`src/rtl/bitops_xu_pkg.sv`:
```
package bitops_xu_pkg;

    // Group selected by bits 11:4 of the extended opcode
    localparam logic [7:0] OP_GRP_BOOL  = 8'h02;
    localparam logic [7:0] OP_GRP_SHIFT = 8'h03;
    // Highest defined function code inside the Boolean group
    localparam logic [3:0] BOOL_LAST    = 4'd9;

    typedef enum logic [1:0] {
        GRP_NONE  = 2'd0,
        GRP_BOOL  = 2'd1,
        GRP_SHIFT = 2'd2
    } grp_e;

    // Order matches the low nibble of the Boolean sub-codes
    typedef enum logic [3:0] {
        BF_AND      = 4'd0,
        BF_OR       = 4'd1,
        BF_XOR      = 4'd2,
        BF_NAND     = 4'd3,
        BF_NOR      = 4'd4,
        BF_XNOR     = 4'd5,
        BF_NB_AND_C = 4'd6,
        BF_B_AND_NC = 4'd7,
        BF_NB_OR_C  = 4'd8,
        BF_B_OR_NC  = 4'd9
    } boolfn_e;

    // Order matches the low three bits of the shift sub-codes
    typedef enum logic [2:0] {
        SH_ALEFT  = 3'd0,
        SH_ARIGHT = 3'd1,
        SH_ZLEFT  = 3'd2,
        SH_ZRIGHT = 3'd3,
        SH_OLEFT  = 3'd4,
        SH_ORIGHT = 3'd5,
        SH_ROTL   = 3'd6,
        SH_ROTR   = 3'd7
    } shfn_e;

    typedef struct packed {
        grp_e    grp;
        boolfn_e bfn;
        shfn_e   sfn;
    } dec_t;

endpackage

```
`src/rtl/bitops_xu_dec.sv`:
```
module bitops_xu_dec
    import bitops_xu_pkg::*;
(
    input  logic [11:0] sub_op,
    output dec_t        dec
);

    always_comb begin
        dec.grp = GRP_NONE;
        dec.bfn = BF_AND;
        dec.sfn = SH_ALEFT;
        unique case (sub_op[11:4])
            OP_GRP_BOOL: begin
                if (sub_op[3:0] <= BOOL_LAST) begin
                    dec.grp = GRP_BOOL;
                    dec.bfn = boolfn_e'(sub_op[3:0]);
                end
            end
            OP_GRP_SHIFT: begin
                if (!sub_op[3]) begin
                    dec.grp = GRP_SHIFT;
                    dec.sfn = shfn_e'(sub_op[2:0]);
                end
            end
            default: begin
                dec.grp = GRP_NONE;
            end
        endcase
    end

endmodule

```
`src/rtl/bitops_xu_bool.sv`:
```
module bitops_xu_bool
    import bitops_xu_pkg::*;
#(
    parameter int DATA_W = 32
) (
    input  boolfn_e           fn,
    input  logic [DATA_W-1:0] b,
    input  logic [DATA_W-1:0] c,
    output logic [DATA_W-1:0] y
);

    always_comb begin
        unique case (fn)
            BF_AND:      y = b & c;
            BF_OR:       y = b | c;
            BF_XOR:      y = b ^ c;
            BF_NAND:     y = ~(b & c);
            BF_NOR:      y = ~(b | c);
            BF_XNOR:     y = ~(b ^ c);
            BF_NB_AND_C: y = ~b & c;
            BF_B_AND_NC: y = b & ~c;
            BF_NB_OR_C:  y = ~b | c;
            BF_B_OR_NC:  y = b | ~c;
            default:     y = '0;
        endcase
    end

endmodule

```
`src/rtl/bitops_xu_barrel.sv`:
```
// Logarithmic right shifter: each stage moves by a power of two and
// either brings in the fill bit or wraps the bits that drop out.
module bitops_xu_barrel #(
    parameter int DATA_W = 32,
    localparam int CNT_W = $clog2(DATA_W)
) (
    input  logic [DATA_W-1:0] din,
    input  logic [CNT_W-1:0]  amt,
    input  logic              fill,
    input  logic              wrap,
    output logic [DATA_W-1:0] dout
);

    logic [DATA_W-1:0] stg [CNT_W+1];

    assign stg[0] = din;

    for (genvar s = 0; s < CNT_W; s++) begin : g_stage
        localparam int DIST = 1 << s;
        logic [DATA_W-1:0] moved;
        assign moved = wrap ? {stg[s][DIST-1:0], stg[s][DATA_W-1:DIST]}
                            : {{DIST{fill}}, stg[s][DATA_W-1:DIST]};
        assign stg[s+1] = amt[s] ? moved : stg[s];
    end

    assign dout = stg[CNT_W];

endmodule

```
`src/rtl/bitops_xu_shift.sv`:
```
module bitops_xu_shift
    import bitops_xu_pkg::*;
#(
    parameter int DATA_W = 32
) (
    input  shfn_e             fn,
    input  logic [DATA_W-1:0] b,
    input  logic [DATA_W-1:0] c,
    output logic [DATA_W-1:0] y
);

    localparam int                CNT_W   = $clog2(DATA_W);
    localparam logic [DATA_W-1:0] WIDTH_V = DATA_W'(DATA_W);

    logic              go_left;
    logic              wrap;
    logic              fill;
    logic              in_range;
    logic [DATA_W-1:0] pre;
    logic [DATA_W-1:0] post;
    logic [DATA_W-1:0] aligned;

    function automatic logic [DATA_W-1:0] flip(input logic [DATA_W-1:0] v);
        logic [DATA_W-1:0] r;
        for (int i = 0; i < DATA_W; i++) begin
            r[i] = v[DATA_W-1-i];
        end
        return r;
    endfunction

    always_comb begin
        go_left = 1'b0;
        wrap    = 1'b0;
        fill    = 1'b0;
        unique case (fn)
            SH_ALEFT:  go_left = 1'b1;
            SH_ARIGHT: fill    = b[DATA_W-1];
            SH_ZLEFT:  go_left = 1'b1;
            SH_ZRIGHT: fill    = 1'b0;
            SH_OLEFT: begin
                go_left = 1'b1;
                fill    = 1'b1;
            end
            SH_ORIGHT: fill    = 1'b1;
            SH_ROTL: begin
                go_left = 1'b1;
                wrap    = 1'b1;
            end
            SH_ROTR:   wrap    = 1'b1;
            default:   fill    = 1'b0;
        endcase
    end

    assign in_range = (c < WIDTH_V);
    assign pre      = go_left ? flip(b) : b;

    bitops_xu_barrel #(
        .DATA_W(DATA_W)
    ) i_barrel (
        .din  (pre),
        .amt  (c[CNT_W-1:0]),
        .fill (fill),
        .wrap (wrap),
        .dout (post)
    );

    assign aligned = go_left ? flip(post) : post;
    assign y       = (in_range || wrap) ? aligned : {DATA_W{fill}};

endmodule

```
`src/rtl/bitops_xu.sv`:
```
module bitops_xu
    import bitops_xu_pkg::*;
#(
    parameter int DATA_W = 32
) (
    input  logic [11:0]       sub_op,
    input  logic [DATA_W-1:0] opnd_b,
    input  logic [DATA_W-1:0] opnd_c,
    output logic [DATA_W-1:0] result,
    output logic              illegal
);

    dec_t              dec;
    logic [DATA_W-1:0] bool_y;
    logic [DATA_W-1:0] shift_y;

    bitops_xu_dec i_dec (
        .sub_op (sub_op),
        .dec    (dec)
    );

    bitops_xu_bool #(
        .DATA_W(DATA_W)
    ) i_bool (
        .fn (dec.bfn),
        .b  (opnd_b),
        .c  (opnd_c),
        .y  (bool_y)
    );

    bitops_xu_shift #(
        .DATA_W(DATA_W)
    ) i_shift (
        .fn (dec.sfn),
        .b  (opnd_b),
        .c  (opnd_c),
        .y  (shift_y)
    );

    always_comb begin
        illegal = 1'b0;
        unique case (dec.grp)
            GRP_BOOL:  result = bool_y;
            GRP_SHIFT: result = shift_y;
            GRP_NONE: begin
                result  = '0;
                illegal = 1'b1;
            end
            default: begin
                result  = '0;
                illegal = 1'b1;
            end
        endcase
    end

endmodule

```
`config.mk`:
```
export PLATFORM = sky130hd
export DESIGN_NAME = bitops_xu
export DESIGN_NICKNAME = d
export VERILOG_FILES = /design/src/rtl/bitops_xu_pkg.sv /design/src/rtl/bitops_xu_dec.sv /design/src/rtl/bitops_xu_bool.sv /design/src/rtl/bitops_xu_barrel.sv /design/src/rtl/bitops_xu_shift.sv /design/src/rtl/bitops_xu.sv
export SDC_FILE = /design/constraint.sdc
export NUM_CORES = 1
export LEC_CHECK = 0
export BUFFER_PORTS_ARGS = -buffer_cell sky130_fd_sc_hd__buf_2
export CAP_MARGIN = 15
export CORE_AREA = 10 10 181 183
export DETAILED_ROUTE_END_ITERATION = 10
export DIE_AREA = 0 0 191 193
export GPL_TIMING_DRIVEN = 0
export SLEW_MARGIN = 20
export SYNTH_ARGS = -nofsm -noshare
export SYNTH_HDL_FRONTEND = slang
export SYNTH_HIERARCHICAL = 1
export SYNTH_SLANG_ARGS = --single-unit
```
`constraint.sdc`:
```
create_clock -name vclk -period 9.9
set_input_delay 0.495 -clock vclk [all_inputs]
set_output_delay 0.495 -clock vclk [all_outputs]
set_load 0.1 [all_outputs]
```
== After elaboration in Yosys (flattened, before gate mapping) ==
Index checks and enable logic that the tools add are counted.

* Register bits after elaboration: 0
* Output and inout bits: 33
* Input bits: 76

* Equality and inequality tests: 19
* Bitwise operators: 12
* Order comparisons: 2
* Muxes and demuxes: 25
* Reduce and logical (&&, ||, !) cells: 7

{| class="wikitable"
|+ Operators with widths
! kind !! number
|-
| 32-bit 2-to-1 mux || 13
|-
| 32-bit case mux with 10 select lines || 1
|-
| 32-bit NOT || 5
|-
| 32-bit AND || 3
|-
| 32-bit OR || 3
|-
| 32-bit case mux with 2 select lines || 1
|-
| 32-bit by 6-bit < comparator with 1-bit output (second input constant) || 1
|-
| 32-bit XOR || 1
|-
| 4-bit by 3-bit == test with 1-bit output (second input constant) || 4
|-
| 8-bit by 2-bit == test with 1-bit output (second input constant) || 2
|-
| 3-bit == test (second input constant) || 4
|-
| 4-bit by 2-bit == test with 1-bit output (second input constant) || 2
|-
| 4-bit == test (second input constant) || 2
|-
| 3-bit 2-to-1 mux || 2
|-
| 2-bit OR reduction || 3
|-
| 5-bit 2-to-1 mux || 1
|-
| 4-bit by 1-bit == test with 1-bit output (second input constant) || 1
|-
| 4-bit less-or-equal comparator (second input constant) || 1
|-
| 4-bit zero test || 1
|-
| 4-bit 2-to-1 mux || 1
|-
| 2-bit case mux with 2 select lines || 1
|-
| 4-bit OR reduction || 1
|-
| 3-bit by 1-bit == test with 1-bit output (second input constant) || 1
|-
| 3-bit by 2-bit == test with 1-bit output (second input constant) || 1
|-
| other kinds (7) || 9
|}

== Depth between registers and ports, before layout ==
Gate-level depths: netlist (run 1).

* Depth after elaboration: 19
* Mapped depth: 15

== Hierarchy ==
Netlist (run 1), hierarchy kept.

{| class="wikitable"
|+ By module, submodules not included
! module !! cells each !! times used !! area each (um^2)
|-
| bitops_xu_bool || 606 || 1 || 4,579.4
|-
| bitops_xu_barrel || 254 || 1 || 2,233.4
|-
| bitops_xu_shift || 124 || 1 || 1,156.1
|-
| bitops_xu || 77 || 1 || 489.2
|-
| bitops_xu_dec || 19 || 1 || 168.9
|}

== Worst setup path after synthesis (run 1) ==
OpenSTA, ideal clock, no wires.

* Path kind: input -> output
* From: input sub_op[6]
* To: output result[29]
* Stages on the path: 15
* Setup slack: 4.648 ns
* Arrival: 4.757 ns
* Cells stage by stage: or4_4 > buf_6 > nor4b_2 > buf_2 > buf_1 > mux2_2 > mux4_2 > mux2_2 > or2_0 > o21ai_0 > a221oi_1 > mux2i_1 > o21ai_2 > a22oi_1 > nor2_1

{| class="wikitable"
|+ RTL lines
! what !! line !! RTL
|-
| from (decl) || bitops_xu.sv:6 || <nowiki>input logic [11:0] sub_op,</nowiki>
|-
| to (decl) || bitops_xu.sv:9 || <nowiki>output logic [DATA_W-1:0] result,</nowiki>
|}

==> run metrics, run 1 <==
outcome=finished clean; count of cells resized by post-cts repair=0; max-slew violation count=0; Synth-to-Final Area Change=11.98%; RePlAce Congestion=0.9734; DR WL/cell=25.16 um; Hold Fails Final Rpt=0; Max Clk Rate=0.1682 GHz; DRC=0; starting density of the core=0.2950; HPWL reported at the end of detailed placement=32.63 mm; cell at the slowest stage of the critical path=sky130_fd_sc_hd__buf_1; max_slew headroom=0.2114; number of vias after detailed routing=9687; Slowest Stage Delay on Critical Path=0.55 ns; DIE HEIGHT=193 um; sequential cell count of the final layout=0; Via density=6.135; required time at the endpoint of the critical path=9.41 ns; Static Leakage=3.978 nW; number of cells produced by synthesis=1080; Yosys cell types=69; endpoint kind of the worst setup timing path=output port; horizontal extent of the die=191 um; fraction of synthesized cell area taken by the top area cell type=0.1885; Least-Margin Pin Slew=1.179 ns; Critical Path Most Common Cell=sky130_fd_sc_hd__buf_2; initial drt markers=1144; count of max-cap constraint violations=0; final core utilization=0.3303; synthesized cell area=8627 um^2; number of global-route vias before repair=9143; # Post-CTS Setup Buffers=0; most common cell in the synthesized netlist=sky130_fd_sc_hd__ha_1; startpoint types=input pin; worst-path cell chain=buf_2 > or4_4 > buf_6 > nor4b_2 > buf_2 > buf_1 > mux2_2 > mux4_2 > or2_2 > o31a_1 > mux2_2 > o22a_1 > mux2i_1 > o21ai_2 > a22oi_1 > nor2_1 > buf_2; most common library cells after synthesis=130 x sky130_fd_sc_hd__ha_1, 97 x sky130_fd_sc_hd__mux2i_1, 92 x sky130_fd_sc_hd__nor2_1; worst hold path type=input pin to output port; Site Rows=63; Final period util=0.6006; TritonRoute pass-1 iters=6; top cells by area, synth=sky130_fd_sc_hd__ha_1 19%, sky130_fd_sc_hd__mux2i_1 11%, sky130_fd_sc_hd__mux4_2 9.4%; post-synth net total=1286; Die ar.=36860 um^2; remaining antenna violation count=0; data arrival time at the worst-slack endpoint=5.45 ns; maximum vdd drop=13.25 uV; wire length reported by the detailed router=39.72 mm; number of buffers inserted by hold repair at cts=0; Power per Cell Area=30.53 nW/um^2; first-pass GRT wire length=58.23 mm; cell type contributing the most total cell area after synthesis=sky130_fd_sc_hd__ha_1; total number of nets in the final design=1397; CP Class=input pin to output port; sequential share of the synthesized area=0; post-route setup TNS=0 ns; Buffers on Ports=109; layout clock buffer count=0; per-instance average area after synthesis=7.988 um^2; Synthesis Warnings=6; I/O pin cnt=109; Finish-stage setup viols=0; shortest period the worst path allows=5.946 ns; combined global-route utilization of all metal layers=0.2040; FF/Latch Area=0 um^2; share of layout cells above drive strength 1=0.2632; antenna violations before repair=0; Core Region=29240 um^2; critical path fanouts, max=10; total overflow reported by the global router=0; RSZ-0062 raised after global routing=no; maximum number of pins on one net before global-route repair=11; number of diodes added for antenna fixing=0
==> path summary, 6_finish.rpt <==
path	startpoint	to	cells past startpoint
worst min-delay path	sub_op[7]	illegal	4
worst max-delay path	sub_op[6]	result[18]	17
==> logic make-up after synthesis <==
kind of cell / share of synthesized area
muxes: 0.2792
buffers and inverters: 0.1021
adders and majority gates: 0.1885
AOI/OAI and AO/OA: 0.2877
and+or+nand+nor: 0.1424
==> power by group <==
part | total [mW] | switching [mW] | leakage [nW] | internal (mW)
Combinational | 0.295 | 0.179 | 3.98 | 0.116
Clock | 0 | 0 | 0 | 0
Sequential | 0 | 0 | 0 | 0
==> metal layers <==
| metal | vias up | global-route usage | routed length, um |
|---|---|---|---|
| met4 | 0 | 0.06027 | 1615 |
| met3 | 93 | 0.03273 | 3735 |
| met1 | 4725 | 0.2797 | 17100 |
| li1 | 4299 | - | - |
| met5 | - | 0 | 0 |
| met2 | 570 | 0.3221 | 17280 |
==> through the flow <==
stage               hold WS [ns]  instance area [um^2]  setup WS [ns]  instances  total power, mW
floorplan                  1.681                  8627          4.648       1080           0.1813
global placement           1.926                  9661          4.087       1579           0.2834
detailed placement         1.930                  9661          4.026       1579           0.2855
CTS                        1.930                  9661          4.025       1579           0.2871
global route               1.964                  9661          3.776       1579           0.3155
finish                     1.952                  9661          3.954       1579           0.2950
==> placed cells by master (no fill, tap or decap), types with 6 or more instances in the layout <==
cell type and n:
sky130_fd_sc_hd__buf_2 146, sky130_fd_sc_hd__ha_1 130, sky130_fd_sc_hd__mux2i_1 97, sky130_fd_sc_hd__nor2_1 92, sky130_fd_sc_hd__inv_1 80, sky130_fd_sc_hd__a21oi_1 54, sky130_fd_sc_hd__mux2_2 52, sky130_fd_sc_hd__o21ai_0 51
sky130_fd_sc_hd__nand2_1 45, sky130_fd_sc_hd__a22oi_1 40, sky130_fd_sc_hd__mux4_2 36, sky130_fd_sc_hd__o22ai_1 30, sky130_fd_sc_hd__o21ai_2 30, sky130_fd_sc_hd__clkbuf_1 27, sky130_fd_sc_hd__o211ai_1 23, sky130_fd_sc_hd__nand2b_1 20
sky130_fd_sc_hd__nor2b_1 17, sky130_fd_sc_hd__a221oi_1 17, sky130_fd_sc_hd__buf_6 16, sky130_fd_sc_hd__a211oi_1 15, sky130_fd_sc_hd__nor3_1 13, sky130_fd_sc_hd__buf_4 9, sky130_fd_sc_hd__o2bb2ai_1 8, sky130_fd_sc_hd__nand3b_1 7
sky130_fd_sc_hd__o22a_1 7, sky130_fd_sc_hd__nor4_1 7, sky130_fd_sc_hd__a21o_1 7, sky130_fd_sc_hd__a32oi_1 6, sky130_fd_sc_hd__o221ai_1 6, sky130_fd_sc_hd__buf_1 6, sky130_fd_sc_hd__a2111oi_0 6, sky130_fd_sc_hd__a31oi_1 6
==> critical path, delay by kind of cell <==
| family | cells | cell delay (ns) |
|---|---|---|
| compound gates | 4 | 0.77 |
| buf+inv | 5 | 1.43 |
| mux | 4 | 1.51 |
| simple gates | 4 | 1.24 |
==> area by class of cell <==
| cell class | count | area (um^2) |
|---|---|---|
| multi-input cells | 903 | 7746 |
| fillers | 3129 | 19580 |
| well taps | 390 | 488.0 |
| repair buffers | 109 | 545.5 |
| inverters | 81 | 304.0 |
| plain buffers | 96 | 576.8 |
Power figures use the tool's default switching activity.
==> run 2, diff against run 1 <==
Clock period 9.9 ns to 5.1 ns, I/O delays scaled along.
==> run 2 against run 1 <==
Net effect: combinational power grew 94%; via count increased by 0.24%; critical path depth did not move; die area unchanged; power increased by 94%; first-iteration DRC count is 8.7% higher; hold slack worse by 0.48 ns; non-clock buffer count up 1; sequential cell count is the same; final area rose by 0.25%; global-route usage unchanged; setup slack lost 3.8 ns.
==> run metrics, run 2 (synthesis results as in run 1) <==
share of total power consumed by net switching=0.6058 (was 0.6057); sequential cell count of the final layout=0 (unchanged); antenna violations before repair=0 (unchanged); initial drt markers=1243 (was 1144); total number of nets in the final design=1398 (was 1397); routed wl met2=17.33 mm (was 17.28 mm); Post-Layout Cell Count=1580 (was 1579); number of diodes added for antenna fixing=0 (unchanged); horizontal extent of the die=191 um (unchanged); clock network fraction of design power=0 (about the same); most common cell after layout, fill and taps aside=sky130_fd_sc_hd__buf_2 (unchanged); max_slew headroom=0.2973 (was 0.2114); RSZ-0062 raised after global routing=no (unchanged); Die ar.=36860 um^2 (unchanged); DR WL/cell=25.14 um (was 25.16 um); worst hold path type=input pin to output port (unchanged); Hold Crit Depth=4 (unchanged); maximum vdd drop=26.67 uV (was 13.25 uV); Final period util=0.9648; RePlAce Congestion=0.9734 (unchanged); share of layout cells above drive strength 1=0.2672 (was 0.2632); met3 wire len=3.837 mm (was 3.735 mm); PnR Total Power=0.5726 mW (was 0.2950 mW); shortest period the worst path allows=4.920 ns; number of buffers inserted by hold repair at cts=0 (unchanged); number of global-route vias before repair=9143 (unchanged); Finish-stage setup viols=0 (unchanged); DIE HEIGHT=193 um (unchanged); Site Rows=63 (unchanged); fillers=3124 (was 3129); I/O pin cnt=109 (unchanged); Static Leakage=3.994 nW (was 3.978 nW); remaining antenna violation count=0 (unchanged); count of max-cap constraint violations=0 (unchanged); final core utilization=0.3312 (was 0.3303); Via density=6.146 (was 6.135); DRC=0 (unchanged); endpoint kind of the worst setup timing path=output port (unchanged); FF/Latch Area=0 um^2 (unchanged); Synth-to-Final Area Change=12.26% (was 11.98%); Hold Fails Final Rpt=0 (unchanged); Highest Signal Layer=met4 (unchanged); wire length reported by the detailed router=39.72 mm (about the same); post-placement cell count=1579 (unchanged); combined global-route utilization of all metal layers=0.2040 (unchanged); Least-Margin Pin Slew=1.050 ns (was 1.179 ns); metal1 wirelength=16.99 mm (was 17.10 mm); maximum number of pins on one net before global-route repair=11 (unchanged); first-pass GRT wire length=58.23 mm (unchanged); CP Class=input pin to output port (unchanged); total overflow reported by the global router=0 (unchanged); power spent charging and discharging nets=0.3469 mW (was 0.1787 mW); startpoint types=input pin (unchanged); TritonRoute pass-1 iters=5 (was 6); Max Clk Rate=0.2032 GHz; commonest cells after routing, fill and taps aside=145 x sky130_fd_sc_hd__buf_2, 130 x sky130_fd_sc_hd__ha_1, 97 x sky130_fd_sc_hd__mux2i_1, 91 x sky130_fd_sc_hd__nor2_1, 80 x sky130_fd_sc_hd__inv_1 (was 146 x sky130_fd_sc_hd__buf_2, 130 x sky130_fd_sc_hd__ha_1, 97 x sky130_fd_sc_hd__mux2i_1, 92 x sky130_fd_sc_hd__nor2_1, 80 x sky130_fd_sc_hd__inv_1); outcome=finished clean (unchanged); max-slew violation count=0 (unchanged); Buffers on Ports=109 (unchanged); required time at the endpoint of the critical path=4.85 ns (was 9.41 ns); Power per Cell Area=59.13 nW/um^2 (was 30.53 nW/um^2); layout clock buffer count=0 (unchanged); data arrival time at the worst-slack endpoint=4.67 ns (was 5.45 ns); sequential cell fraction of total power=0 (about the same); number of vias after detailed routing=9710 (was 9687); Core Region=29240 um^2 (unchanged); HPWL reported at the end of detailed placement=32.63 mm (unchanged); logic gate share of total power=1.000 (about the same); internal power=0.2257 mW (was 0.1163 mW); critical path fanouts, max=10 (unchanged); starting density of the core=0.2950 (unchanged)
run 2: area by class of cell:
cell class | instances | area [um^2] | share of cell area
Tap cell | 390 | 488.0 | 0.05039
Timing Repair Buffer | 110 | 555.5 | 0.05736
Inverter | 81 | 304.0 | 0.03140
Buffer | 96 | 588.1 | 0.06072
Multi-Input combinational cell | 903 | 7749 | 0.8001
run 2: power groups by stage:
stage | Sequential (mW) | Combinational [mW] | Clock, mW
2_1_floorplan | 0 | 0.352 | 0
3_3_place_gp | 0 | 0.550 | 0
3_5_place_dp | 0 | 0.554 | 0
4_1_cts | 0 | 0.557 | 0
5_1_grt | 0 | 0.612 | 0
6_report | 0 | 0.573 | 0
run 2: through the flow:
| step | TNS [ns] | hold slack (ns) | setup slack [ns] | area (um^2) |
|---|---|---|---|---|
| detailed placement | -2.448 | 1.450 | -0.2939 | 9661 |
| floorplan | 0 | 1.201 | 0.3279 | 8627 |
| global placement | -1.432 | 1.446 | -0.2326 | 9661 |
| CTS | 0 | 1.450 | 0.004026 | 9667 |
| global route | 0 | 1.484 | 0.005139 | 9684 |
| finish | 0 | 1.470 | 0.1797 | 9684 |
run 2: path summary, 6_finish.rpt:
| kind | slack, ns | from | to |
|---|---|---|---|
| worst max-delay path | 0.18 | sub_op[6] | result[18] |
| worst min-delay path | 1.47 | sub_op[7] | illegal |
run 2: what timing repair did:
action / in CTS / in global routing
buffers inserted: 0 / 1
endpoints found under the hold margin: 0 / 0
setup endpoints to repair: 26 / 30
gates resized for setup: 4 / 5
run 2: worst max-delay path, cell delays in order:
cell and delay, ns:
sky130_fd_sc_hd__buf_2 0.09, sky130_fd_sc_hd__or4_4 0.52, sky130_fd_sc_hd__buf_6 0.16, sky130_fd_sc_hd__nor4b_2 0.32, sky130_fd_sc_hd__buf_4 0.21, sky130_fd_sc_hd__buf_4 0.21
sky130_fd_sc_hd__mux2_2 0.41, sky130_fd_sc_hd__mux4_2 0.47, sky130_fd_sc_hd__or2_2 0.31, sky130_fd_sc_hd__o31a_1 0.14, sky130_fd_sc_hd__mux2_2 0.29, sky130_fd_sc_hd__o22a_1 0.24
sky130_fd_sc_hd__mux2i_1 0.28, sky130_fd_sc_hd__o21ai_2 0.08, sky130_fd_sc_hd__a22oi_1 0.31, sky130_fd_sc_hd__nor2_1 0.09, sky130_fd_sc_hd__clkbuf_4 0.29
run 2: metal layers:
metal,track usage,up-vias
met5,0,-
met4,0.06027,0
met3,0.03273,93
met2,0.3221,594
met1,0.2797,4714
li1,-,4309
==> run 3, diff against run 2 <==
--- a/config.mk
+++ b/config.mk
@@ -6,4 +6,5 @@
 export NUM_CORES = 1
 export LEC_CHECK = 0
+export ABC_CLOCK_PERIOD_IN_PS = 5100
 export BUFFER_PORTS_ARGS = -buffer_cell sky130_fd_sc_hd__buf_2
 export CAP_MARGIN = 15
==> constraint.sdc (replaced) <==
create_clock -name vclk -period 5.1
set_input_delay 1.02 -clock vclk [all_inputs]
set_output_delay 1.02 -clock vclk [all_outputs]
set_load 0.1 [all_outputs]
==> run 3 against run 2 <==
Net effect: count of clock-buffer cells in the layout stayed put; global-route usage is 0.13 points lower; hold slack gained 1.5 ns; combinational power grew 17%; critical path depth decreased by 1; die area is the same; power up 17%; the run now ends with setup timing left; setup slack lost 1.0 ns.
==> run metrics, run 3 (synthesis results as in run 1) <==
Hold Fails Final Rpt=0 (unchanged); HPWL reported at the end of detailed placement=31.81 mm (was 32.63 mm); cell at the slowest stage of the critical path=sky130_fd_sc_hd__or4_4 (unchanged); Hold Crit Depth=7 (was 4); number of diodes added for antenna fixing=0 (unchanged); remaining antenna violation count=0 (unchanged); total overflow reported by the global router=0 (unchanged); RSZ-0062 raised after global routing=yes (was no); buffering stage count on the worst path with inverters included=5 (unchanged); Critical Path Most Common Cell=sky130_fd_sc_hd__buf_6; most common cell after layout, fill and taps aside=sky130_fd_sc_hd__ha_1 (was sky130_fd_sc_hd__buf_2); fillers=2973 (was 3124); DR WL/cell=24.66 um (was 25.14 um); CP Class=input pin to output port (unchanged); data arrival time at the worst-slack endpoint=4.90 ns (was 4.67 ns); total number of nets in the final design=1425 (was 1398); I/O pin cnt=109 (unchanged); starting density of the core=0.2950 (unchanged); Worst Hold End=result[31] (was illegal); Power per Cell Area=58.70 nW/um^2 (was 59.13 nW/um^2); DIE HEIGHT=193 um (unchanged); endpoint kind of the worst setup timing path=output port (unchanged); horizontal extent of the die=191 um (unchanged); worst-path cell chain=buf_6 > or4_4 > nor4b_4 > buf_6 > buf_6 > buf_16 > mux2_4 > mux4_2 > mux4_2 > a21oi_2 > o21ba_4 > mux2i_1 > o21ai_2 > a22oi_2 > nor2_4 > buf_12 (was buf_2 > or4_4 > buf_6 > nor4b_2 > buf_4 > buf_4 > mux2_2 > mux4_2 > or2_2 > o31a_1 > mux2_2 > o22a_1 > mux2i_1 > o21ai_2 > a22oi_1 > nor2_1 > clkbuf_4); Top delay family on crit path=multiplexers (unchanged); Final period util=1.161 (was 0.9648); area of combinational cells with multiple inputs=8705 um^2 (was 7749 um^2); Via density=6.060 (was 6.146); first-pass GRT wire length=58.49 mm (was 58.23 mm); layout clock buffer count=0 (unchanged); share of layout cells above drive strength 1=0.3936 (was 0.2672); Finish-stage setup viols=32 (was 0); combined global-route utilization of all metal layers=0.2026 (was 0.2040); PnR Total Power=0.6696 mW (was 0.5726 mW); Buffers on Ports=109 (unchanged); number of vias after detailed routing=9739 (was 9710); Least-Margin Pin Slew=0.9541 ns (was 1.050 ns); Site Rows=63 (unchanged); commonest cells after routing, fill and taps aside=130 x sky130_fd_sc_hd__ha_1, 114 x sky130_fd_sc_hd__buf_2, 80 x sky130_fd_sc_hd__inv_1, 75 x sky130_fd_sc_hd__mux2i_1, 53 x sky130_fd_sc_hd__nor2_1 (was 145 x sky130_fd_sc_hd__buf_2, 130 x sky130_fd_sc_hd__ha_1, 97 x sky130_fd_sc_hd__mux2i_1, 91 x sky130_fd_sc_hd__nor2_1, 80 x sky130_fd_sc_hd__inv_1); critical path fanouts, max=6 (was 10); Die ar.=36860 um^2 (unchanged); max_slew headroom=0.3572 (was 0.2973); number of global-route vias before repair=9419 (was 9143); Hold Startpoint=opnd_c[16] (was sub_op[7]); DRC=0 (unchanged); worst hold path type=input pin to output port (unchanged); TritonRoute pass-1 iters=6 (was 5); Final Worst Setup Slack=-0.8193 ns (was 0.1797 ns); wire length reported by the detailed router=39.62 mm (was 39.72 mm); Slowest Stage Delay on Critical Path=0.55 ns (was 0.52 ns); antenna violations before repair=1 (was 0); required time at the endpoint of the critical path=4.08 ns (was 4.85 ns); Static Leakage=4.460 nW (was 3.994 nW); sequential cell count of the final layout=0 (unchanged); cell area reported after detailed placement=10180 um^2 (was 9661 um^2); count of max-cap constraint violations=0 (unchanged); number of buffers inserted by hold repair at cts=0 (unchanged); initial drt markers=1098 (was 1243); Max Clk Rate=0.1689 GHz (was 0.2032 GHz); Final Instance Area=11410 um^2 (was 9684 um^2); Fin Hold WS=2.969 ns (was 1.470 ns); maximum number of pins on one net before global-route repair=11 (unchanged); shortest period the worst path allows=5.919 ns (was 4.920 ns); RePlAce Congestion=0.9991 (was 0.9734); Synth-to-Final Area Change=32.21% (was 12.26%); max-slew violation count=0 (unchanged); violated checks=setup timing; outcome=finished with violations (was finished clean); FF/Latch Area=0 um^2 (unchanged); Core Region=29240 um^2 (unchanged); maximum vdd drop=28.06 uV (was 26.67 uV); startpoint types=input pin (unchanged)
[run 3: stage by stage]
| step | TNS [ns] | utilization | std cells | worst slack [ns] |
|---|---|---|---|---|
| 3_5_place_dp | -32.93 | 0.3480 | 1579 | -1.252 |
| 2_1_floorplan | -8.670 | - | 1080 | -0.3791 |
| 5_1_grt | -26.83 | 0.3900 | 1607 | -0.9241 |
| 4_1_cts | -23.55 | 0.3789 | 1599 | -0.8380 |
| 3_3_place_gp | -33.40 | 0.3480 | 1579 | -1.334 |
| 6_report | -22.89 | 0.3900 | 1607 | -0.8193 |
[run 3: report_power, final]
| group | total [mW] | switching [mW] | internal [mW] |
|---|---|---|---|
| Sequential | 0 | 0 | 0 |
| Combinational | 0.670 | 0.382 | 0.287 |
| Clock | 0 | 0 | 0 |
| Total | 0.670 | 0.382 | 0.287 |
[run 3: worst max path at each step]
| stage | depth (start not counted) | to | slack, ns | start |
|---|---|---|---|---|
| floorplan | 13 | result[11] | -0.38 | sub_op[6] |
| global placement | 17 | result[0] | -1.33 | sub_op[6] |
| detailed placement | 17 | result[0] | -1.25 | sub_op[6] |
| CTS | 16 | result[27] | -0.84 | sub_op[6] |
| global route | 16 | result[4] | -0.92 | sub_op[6] |
| finish | 16 | result[4] | -0.82 | sub_op[6] |
[run 3: cell type report]
class	instances	share of cell area
Tap cell	390	0.04278
Timing Repair Buffer	139	0.1139
Buffer	94	0.05353
Inverter	81	0.02666
Multi-Input combinational cell	903	0.7632
[run 3: per-layer routing]
metal	track usage	share of wire	wire, um
met2	0.3347	0.46	18420
met3	0.02824	0.083	3278
met1	0.2698	0.42	16610
met5	0	0	0
met4	0.05694	0.033	1314
[run 3: timing repair]
| action | in CTS | in global routing |
|---|---|---|
| setup endpoints to repair | 32 | 32 |
| endpoints found under the hold margin | 0 | 0 |
| setup buffers | 20 | 9 |
| resized for setup | 192 | 67 |
| pin swaps | 38 | 41 |
| gates cloned | 1 | 0 |
